## config.mk

```make
export PLATFORM = sky130hd
export DESIGN_NAME = pgwalk_top
export DESIGN_NICKNAME = d
export VERILOG_FILES = /design/src/rtl/pgwalk_pkg.sv /design/src/rtl/pgwalk_desc_dec.sv /design/src/rtl/pgwalk_clo.sv /design/src/rtl/pgwalk_top.sv
export SDC_FILE = /design/constraint.sdc
export NUM_CORES = 1
export LEC_CHECK = 0
export BUFFER_PORTS_ARGS = -buffer_cell sky130_fd_sc_hd__buf_2
export CAP_MARGIN = 20
export CORE_ASPECT_RATIO = 1.2
export CORE_MARGIN = 1
export CORE_UTILIZATION = 34
export DETAILED_ROUTE_END_ITERATION = 8
export PLACE_DENSITY = 0.54
export SETUP_SLACK_MARGIN = 0.4
export SLEW_MARGIN = 20
export SYNTH_ARGS = -nofsm -noshare
export SYNTH_HDL_FRONTEND = slang
export SYNTH_SLANG_ARGS = --single-unit
export TNS_END_PERCENT = 5
```

## constraint.sdc

```tcl
create_clock -name clk -period 2.95 [get_ports clk]
set_input_delay 0.1475 -clock clk [delete_from_list [all_inputs] [get_ports clk]]
set_output_delay 0.1475 -clock clk [all_outputs]
set_load 0.03 [all_outputs]
```

## src/rtl/pgwalk_pkg.sv

```systemverilog
package pgwalk_pkg;
  localparam int VA_W        = 32;
  localparam int L1_IDX_LSB  = 22;
  localparam int PRESENT_BIT = 2;
  localparam int IDX_ADJ     = VA_W - L1_IDX_LSB;
  localparam int CLO_W       = $clog2(VA_W + 1);

  typedef enum logic [1:0] {DK_TABLE, DK_LEAF, DK_FAULT} dkind_e;

  typedef enum logic [2:0] {
    ST_IDLE, ST_RD1, ST_WT1, ST_RD2, ST_WT2, ST_DONE
  } wstate_e;

  typedef struct packed {
    dkind_e            kind;
    logic [VA_W-1:0]   mask;
  } ddec_t;
endpackage

```

## src/rtl/pgwalk_desc_dec.sv

```systemverilog
module pgwalk_desc_dec
  import pgwalk_pkg::*;
#(
  parameter int LEVEL = 1
) (
  input  logic [2:0] dbits,
  output ddec_t      dec
);
  ddec_t raw;

  generate
    if (LEVEL == 1) begin : g_lvl1
      always_comb begin
        case (dbits[1:0])
          2'd0:    raw = '{kind: DK_TABLE, mask: 32'hFFFF_F000};
          2'd1:    raw = '{kind: DK_TABLE, mask: 32'hFFFF_FC00};
          2'd3:    raw = '{kind: DK_LEAF,  mask: 32'hFFC0_0000};
          default: raw = '{kind: DK_FAULT, mask: '0};
        endcase
      end
    end else begin : g_lvl2
      always_comb begin
        case (dbits[1:0])
          2'd0:    raw = '{kind: DK_LEAF,  mask: 32'hFFFF_F000};
          2'd1:    raw = '{kind: DK_LEAF,  mask: 32'hFFFF_C000};
          2'd2:    raw = '{kind: DK_LEAF,  mask: 32'hFFFF_0000};
          default: raw = '{kind: DK_FAULT, mask: '0};
        endcase
      end
    end
  endgenerate

  assign dec = dbits[PRESENT_BIT] ? raw : '{kind: DK_FAULT, mask: '0};
endmodule

```

## src/rtl/pgwalk_clo.sv

```systemverilog
module pgwalk_clo #(
  parameter int W  = 32,
  parameter int CW = $clog2(W + 1)
) (
  input  logic [W-1:0]  vec,
  output logic [CW-1:0] count
);
  logic run;

  always_comb begin
    count = '0;
    run   = 1'b1;
    for (int i = W - 1; i >= 0; i--) begin
      if (run && vec[i]) count = count + CW'(1);
      else               run   = 1'b0;
    end
  end
endmodule

```

## src/rtl/pgwalk_top.sv

```systemverilog
module pgwalk_top
  import pgwalk_pkg::*;
(
  input  logic            clk,
  input  logic            rst_n,
  input  logic            req_valid,
  output logic            req_ready,
  input  logic [VA_W-1:0] req_va,
  input  logic [VA_W-1:0] req_base,
  output logic            mem_rd_valid,
  input  logic            mem_rd_ready,
  output logic [VA_W-1:0] mem_rd_addr,
  input  logic            mem_rsp_valid,
  input  logic [VA_W-1:0] mem_rsp_data,
  output logic            res_valid,
  input  logic            res_ready,
  output logic [VA_W-1:0] res_pa,
  output logic            res_fault,
  output logic [1:0]      res_level
);
  wstate_e          state_q;
  logic [VA_W-1:0]  va_q, addr_q, pa_q;
  logic             fault_q;
  logic [1:0]       lvl_q;

  ddec_t            dec1, dec2;
  logic [CLO_W-1:0] ones1, sh2;
  logic [VA_W-1:0]  va_low, l1_addr, l2_addr, leaf1_pa, leaf2_pa;

  pgwalk_desc_dec #(.LEVEL(1)) u_dec1 (.dbits(mem_rsp_data[2:0]), .dec(dec1));
  pgwalk_desc_dec #(.LEVEL(2)) u_dec2 (.dbits(mem_rsp_data[2:0]), .dec(dec2));

  pgwalk_clo #(.W(VA_W), .CW(CLO_W)) u_clo (.vec(dec1.mask), .count(ones1));

  // first-level entry: base plus the top index bits scaled to words
  assign l1_addr = req_base +
                   {{(VA_W - IDX_ADJ - 2){1'b0}}, req_va[VA_W-1:L1_IDX_LSB], 2'b00};

  // second-level entry: low VA bits shifted by (leading ones - IDX_ADJ), word aligned
  assign va_low  = {{IDX_ADJ{1'b0}}, va_q[L1_IDX_LSB-1:0]};
  assign sh2     = ones1 - CLO_W'(IDX_ADJ);
  assign l2_addr = (mem_rsp_data & dec1.mask) + ((va_low >> sh2) & ~VA_W'(3));

  assign leaf1_pa = (mem_rsp_data & dec1.mask) | (va_q & ~dec1.mask);
  assign leaf2_pa = (mem_rsp_data & dec2.mask) | (va_q & ~dec2.mask);

  always_ff @(posedge clk or negedge rst_n) begin
    if (!rst_n) begin
      state_q <= ST_IDLE;
      va_q    <= '0;
      addr_q  <= '0;
      pa_q    <= '0;
      fault_q <= 1'b0;
      lvl_q   <= 2'd0;
    end else begin
      case (state_q)
        ST_IDLE: if (req_valid) begin
          va_q    <= req_va;
          addr_q  <= l1_addr;
          state_q <= ST_RD1;
        end
        ST_RD1: if (mem_rd_ready) state_q <= ST_WT1;
        ST_WT1: if (mem_rsp_valid) begin
          case (dec1.kind)
            DK_TABLE: begin
              addr_q  <= l2_addr;
              state_q <= ST_RD2;
            end
            DK_LEAF: begin
              pa_q    <= leaf1_pa;
              fault_q <= 1'b0;
              lvl_q   <= 2'd1;
              state_q <= ST_DONE;
            end
            default: begin
              pa_q    <= '0;
              fault_q <= 1'b1;
              lvl_q   <= 2'd1;
              state_q <= ST_DONE;
            end
          endcase
        end
        ST_RD2: if (mem_rd_ready) state_q <= ST_WT2;
        ST_WT2: if (mem_rsp_valid) begin
          lvl_q   <= 2'd2;
          state_q <= ST_DONE;
          if (dec2.kind == DK_LEAF) begin
            pa_q    <= leaf2_pa;
            fault_q <= 1'b0;
          end else begin
            pa_q    <= '0;
            fault_q <= 1'b1;
          end
        end
        ST_DONE: if (res_ready) state_q <= ST_IDLE;
        default: state_q <= ST_IDLE;
      endcase
    end
  end

  assign req_ready    = (state_q == ST_IDLE);
  assign mem_rd_valid = (state_q == ST_RD1) || (state_q == ST_RD2);
  assign mem_rd_addr  = addr_q;
  assign res_valid    = (state_q == ST_DONE);
  assign res_pa       = pa_q;
  assign res_fault    = fault_q;
  assign res_level    = lvl_q;
endmodule

```

==> impl_metrics.json, run 1 <==
{
  "outcome": "finished clean",
  "io_buffers": 164,
  "min_period_ns": 2.821,
  "period_share_pct": 95.61,
  "final_nets": 1020,
  "grtUsageTotal_pct": 22.85,
  "die_w_um": 122.9,
  "htreeDepth": 3,
  "cts_root_buf": "clkbuf_16",
  "power_leakage_nw": 3.851,
  "end_kind": "flip-flop",
  "drc_errors": 0,
  "peakVddDrop_mv": 0.3718,
  "drt_iter0_markers": 363,
  "arrival_ns": 3.09,
  "startpoint_type": "flip-flop",
  "grt_pass1_wl_um": 31880,
  "synth_top_area_share_pct": 38.61,
  "num_io_pins": 172,
  "fmax_ghz": 0.3545,
  "drt_pass1_iterations": 7,
  "clockBufferDepth": 2,
  "finalSetupTns_ns": 0,
  "slew_violations": 0,
  "power.density_nw_per_um2": 829.8,
  "numCtsBuffers": 9,
  "syn_nets": 799,
  "grt_pass1_vias": 6211,
  "placed_cells": 1073,
  "rows": 52,
  "finalHoldViolations": 0,
  "gp_congestion": 0.8972,
  "synth-seq-cells": 92,
  "dp_hpwl_um": 15160,
  "grt_antenna_before_repair": 2,
  "design_area_um2": 8152,
  "hold_ws_ns": 0.01255,
  "clk_pin_slew_ns": 0.07,
  "drive_gt1_share_pct": 32.85,
  "rsz0062_at_grt": "true",
  "synth-seq-area-share_pct": 38.61,
  "synth_area_leader_cell": "dfrtp_1",
  "core_area_um2": 16980,
  "clkLatencyLatePin_ns": 0.35,
  "grt_overflow": 0,
  "start_util_pct": 35.12,
  "hold_class": "in -> reg",
  "skew_ns": 0.006084,
  "syn-mean-instance-area_um2": 8.861,
  "criticalPathCategory": "reg -> reg",
  "wirelength_um": 20160,
  "wl_per_cell_um": 18.08,
  "final_cells": 1115,
  "fp.dieH_um": 147.1,
  "post_drt_via_cell_ratio": 5.462,
  "syn-instance-count": 673,
  "async_flop_share_pct": 100.0,
  "synth-edff-count": 0,
  "worst_slew_pin_slew_ns": 1.020,
  "max-slew-margin-rel_pct": 31.85,
  "synth.distinct_cells": 63,
  "dpl_cell_area_um2": 7460,
  "grt_max_degree": 93,
  "ant_nets": 0,
  "netlist_top_cells_area": "dfrtp_1, nand2_1, ha_1",
  "syn_area_um2": 5963,
  "area_delta_synth_final_pct": 36.70,
  "setup_viol": 0,
  "cts_tree": "built",
  "required_ns": 3.22,
  "num_vias": 6090,
  "nFillCells": 1664,
  "crit_fanout": 7,
  "ys_warn_count": 0,
  "synthFlopType": "dfrtp_1",
  "cts.sinks": 92,
  "maxCapViolCount": 0,
  "die_area_um2": 18070,
  "utilization_pct": 48.00
}
-- critical path: stages (launching register included) --
cell and delay (ns):
dfrtp_1 0.39, mux4_2 0.50, and2_4 0.17, ha_4 0.27
nand4_1 0.23, nor2_4 0.24, a211oi_4 0.12, or4b_4 0.50
and3_4 0.18, a211oi_2 0.12
-- cells by family after synthesis --
group	count (synthesis)	synth area share (%)
xor gates and xnor gates	29	4.259
DFF	92	38.61
AOI/OAI and AO/OA	187	22.03
and+or+nand+nor	268	21.74
buffers and inverters	55	3.714
muxes	18	4.364
adders and majority gates	24	5.287
-- what timing repair did --
item	CTS	global route
endpoints found under the setup margin	16	20
hold endpoints to repair	112	0
hold buffers	21	0
setup buffers	3	2
pin swaps	10	3
gates resized for setup	12	16
-- placed cells by master, fill, tap and decap left out, drive strengths merged, types with 4 or more instances in the layout --
master / n
ha: 22
buf: 226
o211ai: 7
nor4: 6
and2: 23
o21a: 6
a21o: 7
o21bai: 4
nor2b: 6
o21ai: 31
xnor2: 22
inv: 19
nand2: 117
and3: 4
a22o: 26
mux2i: 8
nand3: 18
nor3b: 6
nand4: 10
or3: 4
dlygate4sd3: 21
a31oi: 5
a222oi: 6
a32oi: 5
a22oi: 8
a21oi: 39
mux2: 4
mux4: 6
o221ai: 4
nand2b: 7
clkbuf: 10
nor2: 38
o31a: 4
dfrtp: 92
xor2: 7
a211oi: 16
nor3: 13
-- layout make-up --
type / count / area, µm² / area share (%)
timing repair buffer: 247 / 1511 / 18.54
tap: 216 / 270.3 / 3.315
antenna: 1 / 2.502 / 0.03070
clock buffer: 10 / 239.0 / 2.932
multi-input combinational: 526 / 3674 / 45.07
sequential: 92 / 2303 / 28.26
clock inverter: 5 / 83.83 / 1.028
inverter: 18 / 67.56 / 0.8289
-- synth_stat cells (5+ instances only) --
master and number:
a22o_1 26, o21a_1 6, a31oi_1 5, a21oi_1 39, nor2_1 38, nor3_1 13, clkbuf_1 29, and2_1 23
nor3b_1 6, nand2_1 116, ha_1 22, a222oi_1 6, mux2i_1 8, o21ai_0 29, nand3_1 18, o211ai_1 7
nand2b_1 7, nand4_1 10, nor4_1 6, a211oi_1 16, xor2_1 7, a32oi_1 5, inv_1 18, a21o_1 7
mux4_2 6, dfrtp_1 92, a22oi_1 8, xnor2_1 22, nor2b_1 6
-- registers in the layout, summed over array words and instances, names as in the netlist --
name         count
mem_rd_addr     32
res_fault        1
res_level        2
res_pa          32
state_q          3
va_q            22
-- stage by stage --
stage                     total power [mW]  worst slack [ns]
after floorplan                      4.235            0.1653
after global placement               5.391           -0.1954
after detailed placement             5.444           -0.2986
after CTS                            6.785            0.1695
after global routing                 7.185           0.05595
final                                6.764            0.1294
-- final timing paths --
kind                           startpoint         endpoint  slack [ns]  cells past startpoint
max                              va_q[21]  mem_rd_addr[23]        0.13                      9
min                            req_va[18]         va_q[18]        0.01                      3
max reg2reg                      va_q[21]  mem_rd_addr[23]        0.13                      9
min reg2reg                mem_rd_addr[0]   mem_rd_addr[0]        0.46                      2
max in group asynchronous           rst_n         va_q[20]        2.11                      3
min in group asynchronous           rst_n          va_q[5]        0.35                      3
-- metal layers --
metal | track usage (%) | share of wire [%] | vias to the layer above
met3 | 4.581 | 6.4 | 36
li1 | - | - | 2907
met5 | 0 | 0.065 | -
met2 | 37.81 | 48 | 232
met4 | 10.30 | 2.9 | 2
met1 | 28.38 | 43 | 2913
-- power by group --
part           internal [mW]  switching (mW)  leakage, nW  total [mW]
Combinational           1.22            2.08         2.55        3.30
Clock                  0.764           0.503        0.151        1.27
Sequential              1.81           0.387         1.15        2.20
No activity file was read; power rests on OpenSTA's default activity.
==> inputs of run 2 (changes only) <==
--- a/config.mk
+++ b/config.mk
@@ -11,7 +11,7 @@
 export CORE_MARGIN = 1
 export CORE_UTILIZATION = 34
 export DETAILED_ROUTE_END_ITERATION = 8
-export PLACE_DENSITY = 0.54
+export PLACE_DENSITY = 0.62
 export SETUP_SLACK_MARGIN = 0.4
 export SLEW_MARGIN = 20
 export SYNTH_ARGS = -nofsm -noshare
==> run 2 against run 1 <==
Combinational power about the same. Via count decreased by 1.9%. Design area decreased by 1.0%. Sequential cell count unchanged. Non-clock buffer count increased by 2. Critical path type unchanged. Largest cell class unchanged. Highest routed layer is now met4.
==> impl_metrics.json, run 2 (synthesized netlist as in run 1, its figures left out) <==
{
  "outcome": "finished clean",
  "startpoint_type": "flip-flop",
  "dp_hpwl_um": 15070,
  "finalHoldViolations": 0,
  "crit_chain": "mux4_2 > and2_4 > ha_4 > buf_6 > o211ai_1 > o21a_1 > a21oi_2 > o21ai_2 > or4b_4 > a32oi_1",
  "core_area_um2": 16980,
  "cp_top_family": "compound AO/OA/AOI/OAI gates",
  "die_area_um2": 18070,
  "final_cells": 1117,
  "grt_max_degree": 56,
  "grt_pass1_wl_um": 30270,
  "num_io_pins": 172,
  "maxCapViolCount": 0,
  "dpl_cell_area_um2": 7402,
  "final_cell_mix": "buf_2, nand2_1, dfrtp_1",
  "gp_congestion": 1.015,
  "grt_pass1_vias": 5704,
  "period_share_pct": 96.27,
  "path_buf_inv": 1,
  "drt_iter0_markers": 315,
  "die_w_um": 122.9,
  "start_util_pct": 35.12,
  "ant_nets": 0,
  "slowest_stage": "or4b_4",
  "power.density_nw_per_um2": 827.5,
  "clkLatencyLatePin_ns": 0.35,
  "drive_gt1_share_pct": 32.52,
  "num_vias": 5974,
  "end_kind": "flip-flop",
  "cpPeakStageDelay_ns": 0.52,
  "worst_slew_pin_slew_ns": 0.9282,
  "area_delta_synth_final_pct": 35.31,
  "grt_antenna_before_repair": 0,
  "postLayoutSetupSlackWorst_ns": 0.1100,
  "slew_violations": 0,
  "numCtsBuffers": 9,
  "required_ns": 3.22,
  "utilization_pct": 47.52,
  "post_drt_via_cell_ratio": 5.348,
  "hold_ws_ns": 0.009390,
  "hold_class": "in -> reg",
  "rows": 52,
  "wl_per_cell_um": 17.54,
  "design_area_um2": 8069,
  "finalSetupTns_ns": 0,
  "max-slew-margin-rel_pct": 38.00,
  "power.total_mw": 6.677,
  "cts_tree": "built",
  "rsz0062_at_grt": "true",
  "htreeDepth": 3,
  "arrival_ns": 3.11,
  "clockBufferDepth": 2,
  "clk_pin_slew_ns": 0.07,
  "min_period_ns": 2.840,
  "peakVddDrop_mv": 0.3975,
  "power_leakage_nw": 3.836,
  "final_common_cell": "buf_2",
  "grt_overflow": 0,
  "fp.dieH_um": 147.1,
  "skew_ns": 0.006218,
  "cts_root_buf": "clkbuf_16",
  "criticalPathCategory": "reg -> reg",
  "cts.sinks": 92,
  "setup_viol": 0,
  "placed_cells": 1067,
  "crit_fanout": 4,
  "dpl_worst_slack_ns": -0.03756,
  "fmax_ghz": 0.3521,
  "final_nets": 1022,
  "drc_errors": 0,
  "wirelength_um": 19590,
  "num_antenna_cells": 0,
  "io_buffers": 164,
  "grtUsageTotal_pct": 22.03,
  "drt_pass1_iterations": 4
}
==> run 2: changes by cell type in the layout (fill, tap and decap cells not counted), sizes merged <==
| cell | previous run | this run |
|---|---|---|
| buf | 226 | 228 |
| bufinv | 2 | 0 |
| clkbuf | 10 | 9 |
| clkinv | 0 | 3 |
| clkinvlp | 2 | 1 |
| diode | 1 | 0 |
| inv | 19 | 21 |
==> run 2: tightest hold or removal path, cell delays in order <==
cell	delay (ns)
buf_2	0.07
nand2_1	0.06
nand2_1	0.05
==> run 2: layer usage <==
metal  share of wire [%]  global-route usage [%]  up-vias  wire length [µm]
met5                   0                       0        -                 0
met2                  49                   36.26      189              9540
li1                    -                       -     2917                 -
met1                  44                   29.28     2847              8567
met4                 2.0                   7.561        0               395
met3                 5.6                   3.183       21              1090
==> run 2: report_power, final <==
part           leakage [nW]  total, mW  internal [mW]  switching [mW]
combinational          2.54       3.33           1.24            2.09
clock                 0.141       1.15          0.594           0.555
sequential             1.15       2.20           1.81           0.386
total                  3.84       6.68           3.65            3.03
==> run 2: cell type report <==
type / instances / area, µm²
fill: 1694 / 8912
multi-input combinational: 526 / 3613
sequential: 92 / 2305
timing repair buffer: 249 / 1518
tap: 216 / 270.3
clock buffer: 9 / 225.2
clock inverter: 7 / 70.07
inverter: 18 / 67.56
==> run 2: repair_timing <==
item	in CTS	in global routing
gates cloned	0	0
hold buffers	21	0
setup buffers	7	6
pin swaps	8	9
setup endpoints to repair	15	18
hold endpoints to repair	73	0
gates resized for setup	7	12
==> run 2: worst paths after layout <==
check,end,cells past startpoint,slack (ns),startpoint
max,mem_rd_addr[28],10,0.11,va_q[17]
min,va_q[16],3,0.009,req_va[16]
max reg2reg,mem_rd_addr[28],10,0.11,va_q[17]
min reg2reg,mem_rd_addr[1],2,0.47,mem_rd_addr[1]
max in group asynchronous,res_fault,3,1.80,rst_n
min in group asynchronous,mem_rd_addr[29],2,0.39,rst_n
==> inputs of run 3 (changes only) <==
--- a/config.mk
+++ b/config.mk
@@ -5,13 +5,14 @@
 export SDC_FILE = /design/constraint.sdc
 export NUM_CORES = 1
 export LEC_CHECK = 0
+export ABC_AREA = 1
 export BUFFER_PORTS_ARGS = -buffer_cell sky130_fd_sc_hd__buf_2
 export CAP_MARGIN = 20
 export CORE_ASPECT_RATIO = 1.2
 export CORE_MARGIN = 1
 export CORE_UTILIZATION = 34
 export DETAILED_ROUTE_END_ITERATION = 8
-export PLACE_DENSITY = 0.62
+export PLACE_DENSITY = 0.59
 export SETUP_SLACK_MARGIN = 0.4
 export SLEW_MARGIN = 20
 export SYNTH_ARGS = -nofsm -noshare
==> constraint.sdc (replaced) <==
create_clock -name clk -period 3.7 [get_ports clk]
set_input_delay 0.185 -clock clk [delete_from_list [all_inputs] [get_ports clk]]
set_output_delay 0.185 -clock clk [all_outputs]
set_load 0.03 [all_outputs]
==> run 3 against run 2 <==
Final cell count rose by 27%. Via count up 17%. First-iteration DRC count is 37% higher. Die area increased by 12%. Worst hold slack gained 0.047 ns. Routed wire length rose by 6.5%. Design area barely moved. Critical path depth rose by 13. Sequential share of layout area barely moved. Setup slack gained 0.68 ns. Global-route usage decreased by 0.73 points. Largest power group unchanged.
==> impl_metrics.json, run 3 <==
{
  "r2r-end": "mem_rd_addr[30]",
  "syn-instance-count": 1001,
  "num_vias": 6993,
  "rows": 55,
  "clkLatencyLatePin_ns": 0.35,
  "maxCapViolCount": 0,
  "synth-edff-count": 0,
  "grt_overflow": 0,
  "netlist_top_cells_area": "dfrtp_1, nand2_1, nor2_1",
  "peakVddDrop_mv": 0.5180,
  "synth-seq-area-share_pct": 34.34,
  "htreeDepth": 3,
  "hold_path_depth": 3,
  "reg2regPathDepth": 18,
  "final_common_cell": "nand2_1",
  "finalSetupTns_ns": 0,
  "drc_errors": 0,
  "power_leakage_nw": 4.357,
  "slew_violations": 0,
  "syn-mean-instance-area_um2": 6.697,
  "required_ns": 3.94,
  "wl_per_cell_um": 14.75,
  "startpoint_type": "input pin",
  "final_nets": 1279,
  "clk_pin_slew_ns": 0.07,
  "crit_start": "mem_rsp_data[0]",
  "grtUsageTotal_pct": 21.30,
  "arrival_ns": 3.15,
  "core_area_um2": 19060,
  "postLayoutSetupSlackWorst_ns": 0.7932,
  "skew_ns": 0.01302,
  "hold_class": "in -> reg",
  "synth-seq-cells": 92,
  "final_cell_mix": "nand2_1, buf_2, nor2_1",
  "ys_warn_count": 0,
  "crit_fanout": 14,
  "drive_gt1_share_pct": 19.69,
  "area_delta_synth_final_pct": 20.25,
  "fmax_ghz": 0.3440,
  "start_util_pct": 35.17,
  "final_cells": 1414,
  "min_period_ns": 2.907,
  "grt_max_degree": 76,
  "worst_slew_pin_slew_ns": 1.023,
  "dpl_worst_slack_ns": 0.3531,
  "synth.distinct_cells": 44,
  "cts_root_buf": "clkbuf_16",
  "dp_hpwl_um": 16490,
  "grt_antenna_before_repair": 1,
  "setup_viol": 0,
  "regArea_um2": 2302,
  "power.density_nw_per_um2": 686.3,
  "syn_nets": 1127,
  "reg2reg_from": "va_q[14]",
  "drt_pass1_iterations": 5,
  "ant_nets": 0,
  "max-slew-margin-rel_pct": 31.61,
  "yosysMostFrequentCell": "nand2_1",
  "clockBufferDepth": 2,
  "synth_area_leader_cell": "dfrtp_1",
  "numCtsBuffers": 9,
  "num_antenna_cells": 0,
  "wl_met3_um": 1371,
  "io_buffers": 164,
  "placed_cells": 1397,
  "synth_top_area_share_pct": 34.34,
  "nFillCells": 2107,
  "cts.sinks": 92,
  "rsz0062_at_grt": "false",
  "met1_length_um": 9581,
  "period_share_pct": 78.56,
  "wirelength_um": 20860,
  "async_flop_share_pct": 100.0,
  "grt_pass1_vias": 6576,
  "criticalPathCategory": "in -> reg",
  "cts_tree": "built",
  "min_from": "req_base[1]",
  "crit_end": "mem_rd_addr[30]",
  "dr_wl_met2_um": 9482,
  "num_io_pins": 172,
  "fp.dieH_um": 155.8,
  "syn_area_um2": 6704,
  "synth_commonest_cells": "nand2_1, nor2_1, inv_1",
  "post_drt_via_cell_ratio": 4.946,
  "post_cts_buffers": 0,
  "multi_input_area_um2": 3801,
  "gp_congestion": 0.8932,
  "outcome": "finished clean",
  "top_layer": "met5",
  "finalHoldViolations": 0,
  "die_w_um": 130.2,
  "die_area_um2": 20290,
  "grt_pass1_wl_um": 33600,
  "end_kind": "flip-flop",
  "drt_iter0_markers": 431,
  "reg2reg_slack_ns": 0.85,
  "synthFlopType": "dfrtp_1"
}
-- run 3: report_power, final --
part / switching [mW] / internal [mW]
Clock: 0.430 / 0.487
Sequential: 0.314 / 1.49
Combinational: 1.95 / 0.858
-- run 3: critical path, cell delays in order --
cell and delay [ns]:
buf_2 0.19, inv_1 0.10, nand2_1 0.06, nand2_1 0.24, nor2_4 0.10, inv_1 0.24, nand2_1 0.11, nand3_1 0.13
o31ai_1 0.11, ha_1 0.24, fa_1 0.41, nand2_1 0.08, inv_1 0.05, o21ai_0 0.14, nand2_1 0.11, nand2_1 0.08
nand3_1 0.18, nand2_1 0.13, nand2_1 0.05, nand3_1 0.06, nand2_1 0.05, nand2_1 0.06, nand2_1 0.05
-- run 3: logic make-up (layout without fill, tap and decap cells) --
family                     after synthesis  count (layout)  synth area share (%)
AOI/OAI and AO/OA                      132             132                 11.66
xor gates and xnor gates                 6               6                0.7839
adders and majority gates               24              24                 4.703
buffers and inverters                  151             308                 9.034
DFF                                     92              92                 34.34
muxes                                   12              12                 2.016
and+or+nand+nor                        584             584                 37.46
-- run 3: timing repair --
action,4_1_cts,5_1_grt
hold buffers,0,1
endpoints found under the setup margin,0,4
endpoints found under the hold margin,0,74
resized for setup,0,1
-- run 3: metal layers --
layer / up-vias / track usage (%)
met4: 2 / 6.755
li1: 3585 / -
met2: 216 / 34.45
met1: 3165 / 28.32
met3: 25 / 4.218
met5: - / 0
-- run 3: worst min-delay path by stage --
stage | to | slack (ns)
final | mem_rd_addr[1] | 0.06
after global routing | va_q[9] | 0.05
after CTS | res_pa[16] | 0.05
after detailed placement | res_pa[26] | 0.41
after global placement | mem_rd_addr[1] | 0.41
after floorplan | mem_rd_addr[0] | -0.11
-- run 3: cell type report --
cell class,count,area share (%)
tap,256,3.973
multi-input combinational,758,47.15
clock buffer,10,2.964
sequential,92,28.56
inverter,119,5.541
timing repair buffer,173,11.13
clock inverter,6,0.6829
-- run 3: metrics by stage --
step	hold WS [ns]	power [mW]	utilization (%)	area, µm²
after detailed placement	0.4085	4.652	40.65	7749
after global placement	0.4147	4.615	40.65	7749
after global routing	0.05377	5.956	42.29	8061
after floorplan	-0.1106	3.787	-	6704
after CTS	0.04946	5.591	42.19	8043
final	0.05591	5.532	42.29	8061
